`src/rtl/burst_addr_pkg.sv`:
```
package burst_addr_pkg;

    localparam int BEAT_W = 2;

    typedef enum logic [2:0] {
        ST_IDLE  = 3'd0,
        ST_BEAT0 = 3'd1,
        ST_BEAT1 = 3'd2,
        ST_BEAT2 = 3'd3,
        ST_BEAT3 = 3'd4
    } burst_state_e;

    typedef enum logic {
        ORD_LINEAR     = 1'b0,
        ORD_INTERLEAVE = 1'b1
    } burst_order_e;

endpackage

```
`src/rtl/burst_fsm.sv`:
```
module burst_fsm
    import burst_addr_pkg::*;
(
    input  logic              clk,
    input  logic              rst_n,
    input  logic              load_n,
    input  logic              selected,
    output logic              capture,
    output logic              active,
    output logic [BEAT_W-1:0] beat
);

    burst_state_e state_q;
    burst_state_e state_d;

    // Next-state decision: a load always wins, an advance only steps beats
    always_comb begin
        state_d = state_q;
        if (!load_n) begin
            state_d = selected ? ST_BEAT0 : ST_IDLE;   // LOAD_SEL / LOAD_DESEL
        end else begin
            unique case (state_q)
                ST_IDLE:  state_d = ST_IDLE;           // IDLE_HOLD
                ST_BEAT0: state_d = ST_BEAT1;          // STEP
                ST_BEAT1: state_d = ST_BEAT2;
                ST_BEAT2: state_d = ST_BEAT3;
                ST_BEAT3: state_d = ST_BEAT0;          // STEP with wrap
                default:  state_d = ST_IDLE;
            endcase
        end
    end

    always_ff @(posedge clk or negedge rst_n) begin
        if (!rst_n) state_q <= ST_IDLE;
        else        state_q <= state_d;
    end

    // Output decode from the state register
    always_comb begin
        active = 1'b0;
        beat   = '0;
        unique case (state_q)
            ST_IDLE:  begin active = 1'b0; beat = 2'd0; end
            ST_BEAT0: begin active = 1'b1; beat = 2'd0; end
            ST_BEAT1: begin active = 1'b1; beat = 2'd1; end
            ST_BEAT2: begin active = 1'b1; beat = 2'd2; end
            ST_BEAT3: begin active = 1'b1; beat = 2'd3; end
            default:  begin active = 1'b0; beat = 2'd0; end
        endcase
    end

    assign capture = ~load_n & selected;

endmodule

```
`src/rtl/burst_capture.sv`:
```
module burst_capture #(
    parameter int ADDR_W = 20
) (
    input  logic              clk,
    input  logic              rst_n,
    input  logic              capture,
    input  logic [ADDR_W-1:0] addr_in,
    input  logic              we_in,
    output logic [ADDR_W-1:0] start_addr,
    output logic              write_flag
);

    always_ff @(posedge clk or negedge rst_n) begin
        if (!rst_n) begin
            start_addr <= '0;
            write_flag <= 1'b0;
        end else if (capture) begin
            start_addr <= addr_in;
            write_flag <= we_in;
        end
    end

endmodule

```
`src/rtl/burst_order.sv`:
```
module burst_order
    import burst_addr_pkg::*;
(
    input  logic [BEAT_W-1:0] start_low,
    input  logic [BEAT_W-1:0] beat,
    input  logic              order_sel,
    output logic [BEAT_W-1:0] low_out
);

    logic [BEAT_W-1:0] lin_low;
    logic [BEAT_W-1:0] ilv_low;

    // Linear ordering: add and drop the carry out of the top bit
    assign lin_low = start_low + beat;

    // Interleaved ordering: bitwise XOR, one gate per bit
    for (genvar b = 0; b < BEAT_W; b++) begin : g_ilv
        assign ilv_low[b] = start_low[b] ^ beat[b];
    end

    always_comb begin
        unique case (burst_order_e'(order_sel))
            ORD_LINEAR:     low_out = lin_low;
            ORD_INTERLEAVE: low_out = ilv_low;
            default:        low_out = lin_low;
        endcase
    end

endmodule

```
`src/rtl/burst_addr_gen.sv`:
```
module burst_addr_gen
    import burst_addr_pkg::*;
#(
    parameter int ADDR_W = 20,
    parameter int NUM_CE = 3
) (
    input  logic              clk,
    input  logic              rst_n,
    input  logic              load_n,
    input  logic [NUM_CE-1:0] ce_in,
    input  logic              we_in,
    input  logic              order_sel,
    input  logic [ADDR_W-1:0] addr_in,
    output logic              acc_valid,
    output logic              acc_write,
    output logic [1:0]        acc_beat,
    output logic [ADDR_W-1:0] acc_addr
);

    localparam int HI_W = ADDR_W - BEAT_W;

    logic              selected;
    logic              capture;
    logic              active;
    logic [BEAT_W-1:0] beat;
    logic [ADDR_W-1:0] start_addr;
    logic              write_flag;
    logic [BEAT_W-1:0] low_bits;

    assign selected = &ce_in;

    burst_fsm u_fsm (
        .clk      (clk),
        .rst_n    (rst_n),
        .load_n   (load_n),
        .selected (selected),
        .capture  (capture),
        .active   (active),
        .beat     (beat)
    );

    burst_capture #(.ADDR_W(ADDR_W)) u_cap (
        .clk        (clk),
        .rst_n      (rst_n),
        .capture    (capture),
        .addr_in    (addr_in),
        .we_in      (we_in),
        .start_addr (start_addr),
        .write_flag (write_flag)
    );

    burst_order u_ord (
        .start_low (start_addr[BEAT_W-1:0]),
        .beat      (beat),
        .order_sel (order_sel),
        .low_out   (low_bits)
    );

    assign acc_valid = active;
    assign acc_write = active & write_flag;
    assign acc_beat  = beat;
    assign acc_addr  = {start_addr[ADDR_W-1 -: HI_W], low_bits};

endmodule

```
`config.mk`:
```
export PLATFORM = sky130hd
export DESIGN_NAME = burst_addr_gen
export DESIGN_NICKNAME = d
export VERILOG_FILES = /design/src/rtl/burst_addr_pkg.sv /design/src/rtl/burst_fsm.sv /design/src/rtl/burst_capture.sv /design/src/rtl/burst_order.sv /design/src/rtl/burst_addr_gen.sv
export SDC_FILE = /design/constraint.sdc
export NUM_CORES = 1
export LEC_CHECK = 0
export ABC_AREA = 1
export BUFFER_PORTS_ARGS = -buffer_cell sky130_fd_sc_hd__buf_2
export CORE_MARGIN = 2
export CORE_UTILIZATION = 43
export DETAILED_ROUTE_END_ITERATION = 7
export HOLD_SLACK_MARGIN = 0.03
export MAX_ROUTING_LAYER = met4
export PLACE_DENSITY = 0.87
export SYNTH_ARGS = -nofsm -noshare
export SYNTH_HDL_FRONTEND = slang
export SYNTH_SLANG_ARGS = --single-unit
```
`constraint.sdc`:
```
create_clock -name clk -period 1.1 [get_ports clk]
set_input_delay 0.055 -clock clk [delete_from_list [all_inputs] [get_ports clk]]
set_output_delay 0.055 -clock clk [all_outputs]
set_load 0.01 [all_outputs]
```
==> flow_summary.ini, run 1 <==
[setup_path]
r2r-end = u_fsm.state_q[0]
crit_path_cell_trace = buf_6 > o21ai_4 > ha_4 > nand2_1 > nand2_2 > nand3_1 > nand2_1 > buf_2
rr_worst_depth = 7
crit_path_start_kind = flip-flop
r2r_slack_ps = -40
critical_path_class = flip-flop to output pin
cp_common_cell = nand2_1
cpMaxStageDelayCell = dfrtp_1
critPathMaxFanout = 2
max_stage_delay_ps = 420
r2r-start = u_fsm.state_q[2]
critPathArrivalTime_ps = 1580
required_ps = 1040
endpoint_kind = output pin

[die]
die_w_um = 58.64
die_area_um2 = 3439
row_count = 19
ioPinCount = 52
die_h_um = 58.64
core_um2 = 2805
start_util_pct = 45.76

[yosys]
syn_inst = 139
synth_top_area_share_pct = 46.78
synth_cell_type_count = 15
ys_ff_latch = 24
synthesis.nets = 168
syn-mean-instance-area_um2 = 9.235
synth_warnings = 0
synth_area_leader_cell = dfrtp_1
synth_area_leaders = dfrtp_1 (47%), o21ai_2 (15%), buf_4 (11%)
syn_area_um2 = 1284
ys_seq_area_share_pct = 46.78

[placement]
preCtsSetupSlack_ps = -222.6
place_inst = 206
hpwlAfterDp_um = 1669
numPortBuffers = 51
gp_congestion = 0.7190

[finish]
fin_nets = 238
drive_above_1_share_pct = 50.48
fill_cells = 226
area_delta_synth_final_pct = 45.81
antenna_cells = 0
final_cells = 239

[power]
power.share.combinational_pct = 31.7
ir_drop_mv = 0.7752
p_sw_uw = 702.4
p_clk_share_pct = 20.0
static-leakage-power_nw = 1.042
p_seq_share_pct = 48.3
p_sw_share_pct = 30.42
p_total_mw = 2.309
p_per_area_nw_per_um2 = 1234
internal_power_mw = 1.607

[sta]
finalCritPeriodShare_pct = 148.8
drv_slew = 0
fmax_mhz = 610.8
rsz0062_at_grt = true
fin_crit_ps = 1637
worstMarginPinSlew_ps = 524.2
max_slew_margin_pct = 65.06
fin_worst_skew_ps = 0.05951
setup_viol = 7
finalWorstSetupSlack_ps = -537.2
final_hold_viol_count = 0
finalSetupTns_ps = -2329

[global_route]
grt_max_degree = 25
overflow = 0
antenna_found_initial = 0
grt_usage_pct = 18.22
grt_pass1_wl_um = 4595
first_global_vias = 1106

[flow_run]
max_cap_violations = 0

[status]
status = complete, but fails checks
violations = design-rule violations, negative setup slack

[min_path]
hold_class = input pin to async pin

[drt]
drt_iter0_markers = 33
routed_wl_um = 2708
wire_per_inst_um = 11.33
drc = 2
viasPerCell = 4.381
first_pass_iters = 6
detail-route-antenna-nets = 0
vias = 1047

[clock_tree]
cts_tree = yes
cts_sinks = 24
cts_buffers = 3
cts.clk_slew.worst_paths_ps = 130
cts-root-buf = clkbuf_4
clock_latency_ps = 310
cts_max_level = 1
clock_path_buffers = 2
## worst max-delay path, delay by kind of cell, from the launching register on
family	cells	cell delay (ps)
adders and majority gates	1	150
buffers and inverters	2	250
AOI/OAI and AO/OA	1	170
DFF	1	420
and+or+nand+nor	4	290
## how the worst max path moves through the flow
stage / from / end / slack (ps) / depth (start not counted)
after floorplan: u_fsm.state_q[2] / acc_addr[1] / -130 / 9
after global placement: u_fsm.state_q[1] / acc_addr[1] / -150 / 10
after detailed placement: u_fsm.state_q[1] / acc_addr[1] / -220 / 10
after CTS: u_fsm.state_q[0] / acc_addr[1] / -520 / 9
after global routing: u_fsm.state_q[1] / acc_addr[1] / -640 / 9
final: u_fsm.state_q[0] / acc_addr[1] / -540 / 8
## synthesized netlist by cell type, drive strengths merged
library cell	n
nand4	1
nand3	4
nor2	3
buf	22
nand2	32
ha	1
clkbuf	1
nand3b	1
o21a	1
dfrtp	24
inv	27
o21ai	22
## routing by layer
layer | part of all wire (%) | GRT usage, %
met3 | 3.7 | 2.198
met4 | 0.66 | 6.818
met1 | 38 | 18.44
met5 | 0 | -
met2 | 58 | 35.31
## cells by family after synthesis
kind of cell	synth area share, %
buf+inv	22.22
simple gates	14.43
flops	46.78
compound gates	15.59
fa+ha+maj	0.9745
## registers in the layout, indices dropped and copies added (netlist names)
name / count
u_cap.write_flag: 1
u_cap.start_addr: 20
u_fsm.state_q: 3
## power groups by stage
stage / clock, mW / sequential, mW / combinational, mW
floorplan: 0 / 1.12 / 0.534
global placement: 0 / 1.13 / 0.590
detailed placement: 0 / 1.13 / 0.610
CTS: 0.477 / 1.11 / 0.707
global route: 0.525 / 1.13 / 0.809
finish: 0.463 / 1.11 / 0.732
## through the flow
stage	hold WS, ps	instance area, µm²	util (%)
floorplan	-240.6	1306	-
global placement	58.14	1476	52.63
detailed placement	73.69	1476	52.63
CTS	257.3	1849	65.92
global route	247.4	1872	66.73
finish	249.8	1872	66.73
## placed cells by master (no fill, tap or decap)
cell type	n
buf_2	48
nand2_1	27
inv_1	24
dfrtp_1	24
dlygate4sd3_1	23
o21ai_2	21
buf_4	10
buf_6	7
nand2_2	4
inv_2	3
nand3_4	3
clkbuf_4	3
nor2_1	2
nor2_2	1
o21ai_4	1
nand4_4	1
o21a_1	1
nand2_4	1
nand3b_1	1
nand3_1	1
ha_4	1
clkbuf_8	1
## final cells by class
type / instances / area (µm²) / area share (%)
Clock buffer: 4 / 36.28 / 1.938
Inverter: 27 / 101.3 / 5.414
Multi-Input combinational cell: 65 / 470.5 / 25.13
Sequential cell: 24 / 600.6 / 32.09
Tap cell: 31 / 38.79 / 2.072
Timing Repair Buffer: 88 / 624.3 / 33.36
## timing repair
action                                  in CTS  in global routing
setup buffers                                6                  1
endpoints found under the setup margin       6                  8
pin swaps                                    9                  3
gates resized for setup                     12                  6
hold buffers                                23                  0
endpoints found under the hold margin       48                  0
Power figures use the tool's default switching activity.
==> run 2, diff against run 1 <==
--- a/config.mk
+++ b/config.mk
@@ -7,8 +7,10 @@
 export LEC_CHECK = 0
 export ABC_AREA = 1
 export BUFFER_PORTS_ARGS = -buffer_cell sky130_fd_sc_hd__buf_2
+export CELL_PAD_IN_SITES_DETAIL_PLACEMENT = 0
+export CELL_PAD_IN_SITES_GLOBAL_PLACEMENT = 1
 export CORE_MARGIN = 2
-export CORE_UTILIZATION = 43
+export CORE_UTILIZATION = 31
 export DETAILED_ROUTE_END_ITERATION = 7
 export HOLD_SLACK_MARGIN = 0.03
 export MAX_ROUTING_LAYER = met4
==> run 2 against run 1 <==
Effect of this change:
- the flow finishes with violations (negative setup slack)
- utilization shrank 21 points
- via count is 6.1% lower
- worst setup slack improved by 96 ps
- final cell count grew 3.8%
- sequential share of layout area is 0.95 points higher
- clock skew grew 2.1 ps
- die area increased by 36%
- wire length down 6.0%
- combinational power decreased by 3.3%
- sequential cell count did not move
- largest cell class is now flip-flops and latches
- highest routed layer unchanged
==> flow_summary.ini, run 2 (same netlist as run 1, synthesis figures left out) <==
[status]
status = complete, but fails checks
violations = negative setup slack

[drt]
first_pass_iters = 4
drt_iter0_markers = 30
detail-route-antenna-nets = 0
drc = 0
routed_wl_um = 2545
vias = 983
wire_per_inst_um = 10.26
viasPerCell = 3.964

[placement]
hpwlAfterDp_um = 1656
gp_congestion = 0.6583
preCtsSetupSlack_ps = -188.2
numPortBuffers = 51
placed_area_um2 = 1498

[clock_tree]
cts-root-buf = clkbuf_8
cts_tree = yes
cts_buffers = 3
cts_max_level = 1
cts_sinks = 24
cts.clk_slew.worst_paths_ps = 80
clock_latency_ps = 260
clock_path_buffers = 2

[sta]
drv_slew = 0
holdWs_ps = 34.33
fin_crit_ps = 1542
fmax_mhz = 648.7
rsz0062_at_grt = true
finalSetupTns_ps = -1865
worstMarginPinSlew_ps = 552.3
fin_worst_skew_ps = 2.128
final_hold_viol_count = 0
max_slew_margin_pct = 63.18
setup_viol = 7
finalWorstSetupSlack_ps = -441.5
finalCritPeriodShare_pct = 140.1

[power]
p_per_area_nw_per_um2 = 1279
static-leakage-power_nw = 1.005
ir_drop_mv = 0.5118
p_total_mw = 2.325

[finish]
top_regs = u_cap.start_addr x20, u_fsm.state_q x3, u_cap.write_flag x1
final_cell_mix = buf_2 (47), nand2_1 (29), inv_1 (24), dfrtp_1 (24), o21ai_2 (21)
fin_area_um2 = 1818
drive_above_1_share_pct = 49.49
final_common_cell = buf_2
fin_nets = 229
area_delta_synth_final_pct = 41.62
antenna_cells = 0
regMostFlops = u_cap.start_addr
largest_reg_flops = 20

[global_route]
overflow = 0
first_global_vias = 891
grt_max_degree = 44
grt_pass1_wl_um = 3774
grt_usage_pct = 11.10
antenna_found_initial = 0

[setup_path]
max_stage_delay_ps = 400
critPathArrivalTime_ps = 1490
critical_path_class = flip-flop to output pin
cpMaxStageDelayCell = dfrtp_1
cp_common_cell = nand2_1
crit_path_start_kind = flip-flop
required_ps = 1040
critPathMaxFanout = 2
r2r_slack_ps = -10
r2r-end = u_fsm.state_q[1]
endpoint_kind = output pin
rr_worst_depth = 6
r2r-start = u_fsm.state_q[2]
crit_path_end = acc_addr[1]
crit_path_cell_trace = nor2_1 > nand2_2 > o21ai_4 > ha_4 > nand3b_1 > nand2_1 > nand2_1 > nand2_1 > buf_2
crit_start = u_fsm.state_q[0]

[die]
die_w_um = 68.35
start_util_pct = 32.09
row_count = 23
die_h_um = 68.35
ioPinCount = 52
die_area_um2 = 4672
core_um2 = 4000

[min_path]
hold_class = input pin to flip-flop

[flow_run]
max_cap_violations = 0
[run 2: changes by cell type in the layout (fill, tap and decap cells not counted), moves of 2 or more]
cell / delta
nand2_2: -2
clkbuf_8: +2
dlygate4sd3_1: -6
clkbuf_4: -3
nand2_1: +2
buf_4: -3
[run 2: critical path: cells and delay by family (launching register included)]
| kind | cells | cell delay (ps) |
|---|---|---|
| flip-flops | 1 | 400 |
| buffers and inverters | 1 | 120 |
| AND/OR/NAND/NOR | 6 | 470 |
| adder cells (fa/ha/maj) | 1 | 150 |
| AO/OA/AOI/OAI | 1 | 80 |
[run 2: worst min path at each step]
stage          startpoint                   to  slack, ps  cells past startpoint
2_1_floorplan       rst_n  u_cap.start_addr[0]       -240                      0
3_3_place_gp        rst_n  u_cap.start_addr[2]         70                      1
3_5_place_dp        rst_n  u_cap.start_addr[2]         80                      1
4_1_cts             we_in     u_cap.write_flag         30                      3
5_1_grt             we_in     u_cap.write_flag         40                      3
6_report           load_n     u_fsm.state_q[0]         30                      3
[run 2: layout make-up]
class / instances / area (µm²)
Clock buffer: 3 / 41.29
Fill cell: 399 / 2182
Inverter: 27 / 101.3
Multi-Input combinational cell: 65 / 455.4
Sequential cell: 24 / 600.6
Tap cell: 50 / 62.56
Timing Repair Buffer: 79 / 556.8
[run 2: stage by stage]
| stage | std cells | utilization, % |
|---|---|---|
| floorplan | 139 | - |
| global placement | 223 | 37.44 |
| detailed placement | 223 | 37.44 |
| CTS | 247 | 44.82 |
| global route | 248 | 45.45 |
| finish | 248 | 45.45 |
[run 2: where the power goes]
group          internal, mW  switching (mW)  total [mW]
logic                 0.360           0.348       0.708
clock network         0.244           0.264       0.508
registers              1.03          0.0788        1.11
[run 2: timing repair]
item                                    in CTS  in global routing
resized for setup                           10                  3
setup buffers                                4                  1
pin swaps                                    9                  0
endpoints found under the setup margin       6                  8
hold endpoints to repair                    40                  0
hold buffers                                17                  0
[run 2: routing by layer]
layer | routed length [µm] | vias up | share of wire, % | global-route usage, %
met3 | 77 | 2 | 3.0 | 1.480
met2 | 1382 | 20 | 54 | 19.90
met5 | 0 | - | 0 | -
met1 | 1060 | 442 | 42 | 12.37
met4 | 25 | 0 | 0.98 | 4.500
li1 | - | 519 | - | -
